$ cat src/rtl/shmem_pkg.sv
// Shared types for the shared-memory bus controller.
// Assumes: four-state sequence, encoded in two bits.
package shmem_pkg;

    typedef enum logic [1:0] {
        ST_IDLE = 2'd0,
        ST_REQ  = 2'd1,
        ST_ACC  = 2'd2,
        ST_DONE = 2'd3
    } bus_state_t;

endpackage

$ cat src/rtl/shmem_seq.sv
// Sequencer: walks idle -> request -> access -> done and decodes the
// active-low bus controls and the CPU stall from the state.
// Assumes: the grant input is already synchronous to clk.
module shmem_seq
    import shmem_pkg::*;
(
    input  logic clk,
    input  logic rst_n,
    input  logic cpu_rd,
    input  logic cpu_wr,
    input  logic gnt_n,
    input  logic wr_q,
    output logic start,
    output logic capture,
    output logic req_n,
    output logic stb_n,
    output logic we_n,
    output logic stall
);

    bus_state_t st, st_nxt;

    // State register with synchronous active-low reset.
    always_ff @(posedge clk) begin
        if (!rst_n) st <= ST_IDLE;
        else        st <= st_nxt;
    end

    // Next-state decode; a lost grant in access falls back to request.
    always_comb begin
        st_nxt = st;
        case (st)
            ST_IDLE: if (cpu_rd || cpu_wr) st_nxt = ST_REQ;
            ST_REQ:  if (!gnt_n)           st_nxt = ST_ACC;
            ST_ACC:  st_nxt = gnt_n ? ST_REQ : ST_DONE;
            ST_DONE: st_nxt = ST_IDLE;
            default: st_nxt = ST_IDLE;
        endcase
    end

    // Output decode: strobe only while the grant is still held.
    always_comb begin
        start   = (st == ST_IDLE) && (cpu_rd || cpu_wr);
        capture = (st == ST_ACC) && !gnt_n;
        req_n   = (st == ST_IDLE);
        stb_n   = !capture;
        we_n    = !(capture && wr_q);
        stall   = start || (st == ST_REQ) || (st == ST_ACC);
    end

endmodule

$ cat src/rtl/shmem_hold_regs.sv
// Holding registers for the word address, write data and access type,
// loaded once when a request is accepted.
// Assumes: load is a single-cycle pulse issued only from idle.
module shmem_hold_regs #(
    parameter int MEM_AW = 24,
    parameter int DW     = 32
) (
    input  logic              clk,
    input  logic              rst_n,
    input  logic              load,
    input  logic              is_wr,
    input  logic [MEM_AW-1:0] word_addr,
    input  logic [DW-1:0]     wdata,
    output logic [MEM_AW-1:0] addr_q,
    output logic [DW-1:0]     wdata_q,
    output logic              wr_q
);

    // Capture the request fields; they stay fixed for the whole access.
    always_ff @(posedge clk) begin
        if (!rst_n) begin
            addr_q  <= '0;
            wdata_q <= '0;
            wr_q    <= 1'b0;
        end else if (load) begin
            addr_q  <= word_addr;
            wdata_q <= wdata;
            wr_q    <= is_wr;
        end
    end

endmodule

$ cat src/rtl/shmem_rd_capture.sv
// Read-data latch: samples the memory read bus in the strobe cycle of a read.
// Assumes: memory data is valid while the strobe is low.
module shmem_rd_capture #(
    parameter int DW = 32
) (
    input  logic          clk,
    input  logic          rst_n,
    input  logic          capture,
    input  logic          wr_q,
    input  logic [DW-1:0] mem_rdata,
    output logic [DW-1:0] rdata_q
);

    // Latch the word only on a granted read strobe.
    always_ff @(posedge clk) begin
        if (!rst_n)                rdata_q <= '0;
        else if (capture && !wr_q) rdata_q <= mem_rdata;
    end

endmodule

$ cat src/rtl/shmem_bus_ctrl.sv
// Top of the shared-memory bus controller: bridges a stalled CPU memory port
// to a request/grant arbitrated, word-addressed SRAM bus.
// Assumes: byte-lane alignment is done elsewhere; bits [1:0] of the byte
// address are dropped; a write wins if both requests are high.
module shmem_bus_ctrl #(
    parameter int MEM_AW = 24,
    parameter int DW     = 32,
    localparam int CPU_AW = MEM_AW + 2
) (
    input  logic              clk,
    input  logic              rst_n,
    input  logic              cpu_rd,
    input  logic              cpu_wr,
    input  logic [CPU_AW-1:0] cpu_addr,
    input  logic [DW-1:0]     cpu_wdata,
    output logic              cpu_wait,
    output logic [DW-1:0]     cpu_rdata,
    output logic              mem_req_n,
    output logic              mem_stb_n,
    output logic              mem_we_n,
    input  logic              mem_gnt_n,
    output logic [MEM_AW-1:0] mem_addr,
    output logic [DW-1:0]     mem_wdata,
    input  logic [DW-1:0]     mem_rdata
);

    logic start, capture, wr_q;
    logic unused_byte_lane;

    // Byte offset is not used on a word-addressed bus.
    assign unused_byte_lane = ^cpu_addr[1:0];

    shmem_seq u_seq (
        .clk     (clk),
        .rst_n   (rst_n),
        .cpu_rd  (cpu_rd),
        .cpu_wr  (cpu_wr),
        .gnt_n   (mem_gnt_n),
        .wr_q    (wr_q),
        .start   (start),
        .capture (capture),
        .req_n   (mem_req_n),
        .stb_n   (mem_stb_n),
        .we_n    (mem_we_n),
        .stall   (cpu_wait)
    );

    shmem_hold_regs #(.MEM_AW(MEM_AW), .DW(DW)) u_hold (
        .clk       (clk),
        .rst_n     (rst_n),
        .load      (start),
        .is_wr     (cpu_wr),
        .word_addr (cpu_addr[CPU_AW-1:2]),
        .wdata     (cpu_wdata),
        .addr_q    (mem_addr),
        .wdata_q   (mem_wdata),
        .wr_q      (wr_q)
    );

    shmem_rd_capture #(.DW(DW)) u_rdcap (
        .clk       (clk),
        .rst_n     (rst_n),
        .capture   (capture),
        .wr_q      (wr_q),
        .mem_rdata (mem_rdata),
        .rdata_q   (cpu_rdata)
    );

endmodule

$ cat config.mk
export PLATFORM = sky130hd
export DESIGN_NAME = shmem_bus_ctrl
export DESIGN_NICKNAME = d
export VERILOG_FILES = /design/src/rtl/shmem_pkg.sv /design/src/rtl/shmem_seq.sv /design/src/rtl/shmem_hold_regs.sv /design/src/rtl/shmem_rd_capture.sv /design/src/rtl/shmem_bus_ctrl.sv
export SDC_FILE = /design/constraint.sdc
export NUM_CORES = 1
export LEC_CHECK = 0
export BUFFER_PORTS_ARGS = -buffer_cell sky130_fd_sc_hd__buf_4
export CAP_MARGIN = 20
export CORE_MARGIN = 3
export CORE_UTILIZATION = 25
export CTS_BUF_LIST = sky130_fd_sc_hd__clkbuf_4 sky130_fd_sc_hd__clkbuf_8 sky130_fd_sc_hd__clkbuf_16
export DETAILED_ROUTE_END_ITERATION = 10
export GPL_TIMING_DRIVEN = 0
export MAX_ROUTING_LAYER = met4
export PLACE_DENSITY = 0.56
export SYNTH_ARGS = -nofsm -noshare
export SYNTH_HDL_FRONTEND = slang
export SYNTH_SLANG_ARGS = --single-unit
$ cat constraint.sdc
create_clock -name clk -period 4.6 [get_ports clk]
set_clock_uncertainty 0.2 [all_clocks]
set_input_delay 0.23 -clock clk [delete_from_list [all_inputs] [get_ports clk]]
set_output_delay 0.23 -clock clk [all_outputs]
set_load 0.005 [all_outputs]
==> metrics.md <==
| Metric | Value |
|---|---|
| DPL Wire Length | `8470 um` |
| Crit start category | `primary input` |
| Busiest grt layer | `met2` |
| Hold Fails Final Rpt | `0` |
| DP Area | `0.00532 sq mm` |
| Ratio of cells with drive above 1 in the final layout | `37.2%` |
| CP max FO | `4` |
| Number of CTS-inserted buffers | `9` |
| Synth Net Count | `498` |
| Synth-to-Final Area Change | `75.4%` |
| Die ar. | `0.0164 sq mm` |
| Nets | `782` |
| CTS tree | `built` |
| Global routing usage on met2 | `24.3%` |
| Remaining routing DRC violations | `0` |
| Design Area, Final | `0.00652 sq mm` |
| First-pass GRT wire length | `19000 um` |
| Worst hold path type | `in2reg` |
| Die extent in x | `128 um` |
| DRT Wirelength | `11800 um` |
| Clock Latency Late Sink | `0.34 ns` |
| Ys Warns | `0` |
| Die height | `128 um` |
| Clock slew at reported path FFs | `0.06 ns` |
| CTS Root Cell | `clkbuf_16` |
| Cell area after synthesis | `0.00372 sq mm` |
| Ports | `187` |
| Yosys top cell area share | `49.0%` |
| Clock tree buffer depth | `2` |
| Pin slew with the least headroom to its limit | `0.644 ns` |
| RSZ-0062 raised after global routing | `no` |
| GR Layer Usage met1 | `17.8%` |
| Fin util | `45.9%` |
| Critical Path RT | `4.17 ns` |
| Synth Area per Inst | `9.22 sq um` |
| Max cap viols | `0` |
| Post-CTS setup buffers | `0` |
| DR iter-0 viols | `122` |
| Vias in the first global route | `3966` |
| Most used cell, CP | `buf_4` |
| Most frequent cells after synthesis | `nand2_1 (145), dfxtp_1 (91), mux2i_1 (56), o21ai_2 (32), nand3_1 (24)` |
| WP data arrival | `1.84 ns` |
| Layout fillers | `1346` |
| Final setup vio count | `0` |
| Slew Limit Fails | `0` |
| Most frequent cell after synthesis | `nand2_1` |
| Placer Congestion | `0.770` |
| Worst Setup End Kind | `primary output` |
| Max Fclk | `0.440 GHz` |
| Post-synthesis sequential area ratio | `49.0%` |
| Sink Count | `91` |
| Met3 usage | `2.75%` |
| Drt via density | `4.35` |
| Slowest-stage cell, CP | `dlygate4sd3_1` |
| IO buf count | `183` |
| Initial antenna violation count | `0` |
| Ys async rst share | `0%` |
| Slew headroom | `57.0%` |
| Ys flop type | `dfxtp_1` |
| WL/cell | `13.6 um` |
| Leak | `3.01 nW` |
| GRT Total Usage | `14.8%` |
| #FFs+latches synth | `91` |
| Initial Util | `26.2%` |
| Cell taking the most area after synthesis | `dfxtp_1` |
| Setup_tns | `0 ns` |
| Overflow after GRT | `0` |
| Synth unique cells | `24` |
| DR pass1 iterations | `4` |
| Cell Pwr Density | `308 mW/mm^2` |
| Max stage delay on crit path | `0.56 ns` |
| Largest net degree at the start of global routing | `14` |
| Pre-CTS setup slack | `2.45 ns` |
| Core area | `0.0142 sq mm` |
| EDFF count, synth | `0` |
| Min setup slack post-route | `2.33 ns` |
| Cells after Synth | `403` |
| Antenna cells | `0` |
| H-tree lvl count | `3` |
| Worst vdd ir | `0.153 mV` |
| Crit path kind | `in2out` |
| Crit-path cells | `dlygate4sd3_1 > buf_4 > or3b_2 > or2_2 > buf_4` |
| Status | `completed` |
| Part of the cycle the worst path needs | `49.4%` |
| Total number of vias | `3790` |
| Area contributors post-synth | `dfxtp_1 (49%), mux2i_1 (15%), nand2_1 (15%), o21ai_2 (7.5%), buf_6 (3.3%)` |
| Row cnt | `43` |
| DRT antenna net count | `0` |
| Final Critical Period | `2.27 ns` |
-- cell families (layout without fill, tap and decap cells) --
kind of cell	count (synthesis)	in the layout	share of synthesized area, %
AOI/OAI and AO/OA	36	36	8.25
buffers and inverters	34	322	5.89
DFF	91	91	49.0
muxes	56	56	15.1
xor gates and xnor gates	1	1	0.236
and+or+nand+nor	185	185	21.5
-- metrics by stage --
stage / hold slack, ns / instances / power [W]
2_1_floorplan: 0.106 / 403 / 0.00103
3_3_place_gp: 0.216 / 766 / 0.00120
3_5_place_dp: 0.222 / 766 / 0.00121
4_1_cts: 0.0599 / 871 / 0.00204
5_1_grt: 0.0867 / 871 / 0.00210
6_report: 0.0772 / 871 / 0.00200
-- path summary, 6_finish.rpt --
check | startpoint | endpoint | slack, ns | cells past startpoint
setup reg to reg | u_seq.st[1] | u_hold.wdata_q[1] | 2.82 | 5
hold / removal | cpu_rd | u_hold.wr_q | 0.08 | 3
hold reg to reg | u_hold.wdata_q[29] | u_hold.wdata_q[29] | 0.26 | 2
setup / recovery | mem_gnt_n | mem_we_n | 2.33 | 5
-- sequential cells by signal (all words and copies together), names as in the netlist --
signal and cells:
u_hold.wdata_q 32, u_hold.wr_q 1, u_seq.st 2, u_rdcap.rdata_q 32, u_hold.addr_q 24
-- cells in the final DEF, fill, tap and decap left out, types with 2 or more instances in the layout --
cell	count
dlygate4sd3_1	90
clkbuf_8	2
nand3_1	24
nand2_1	145
o21ai_2	32
buf_1	3
clkbuf_4	2
clkbuf_16	9
mux2i_1	56
clkbuf_1	14
buf_6	11
a21oi_1	2
buf_2	4
dfxtp_1	91
buf_4	184
nand3_2	8
-- per-layer routing --
| layer | part of all wire, % | routed length, um |
|---|---|---|
| met5 | 0 | 0 |
| met4 | 2.4 | 290 |
| met3 | 5.2 | 610 |
| met2 | 47 | 5600 |
| met1 | 45 | 5330 |
-- timing repair --
action,in CTS,in global routing
gates resized for setup,0,0
endpoints found under the hold margin,90,0
hold buffers,90,0
-- area by class of cell --
cell class,instances,area [sq um],share of cell area (%)
repair buffers,273,2270,34.9
flip-flops and latches,91,1820,27.9
plain buffers,33,215,3.30
inverters,1,3.75,0.0576
multi-input cells,278,1680,25.7
clock inverters,2,35.0,0.537
clock buffers,13,268,4.11
well taps,180,225,3.45
-- worst max-delay path, delay by kind of cell --
family | cells | cell delay, ns
buf+inv | 3 | 0.85
simple gates | 2 | 0.75
-- power by group --
group,total [W],internal [W],switching [W]
combinational,0.000381,0.000228,0.000153
sequential,0.000870,0.000840,0.0000304
clock,0.000754,0.000459,0.000295
No activity file was read; power rests on OpenSTA's default activity.
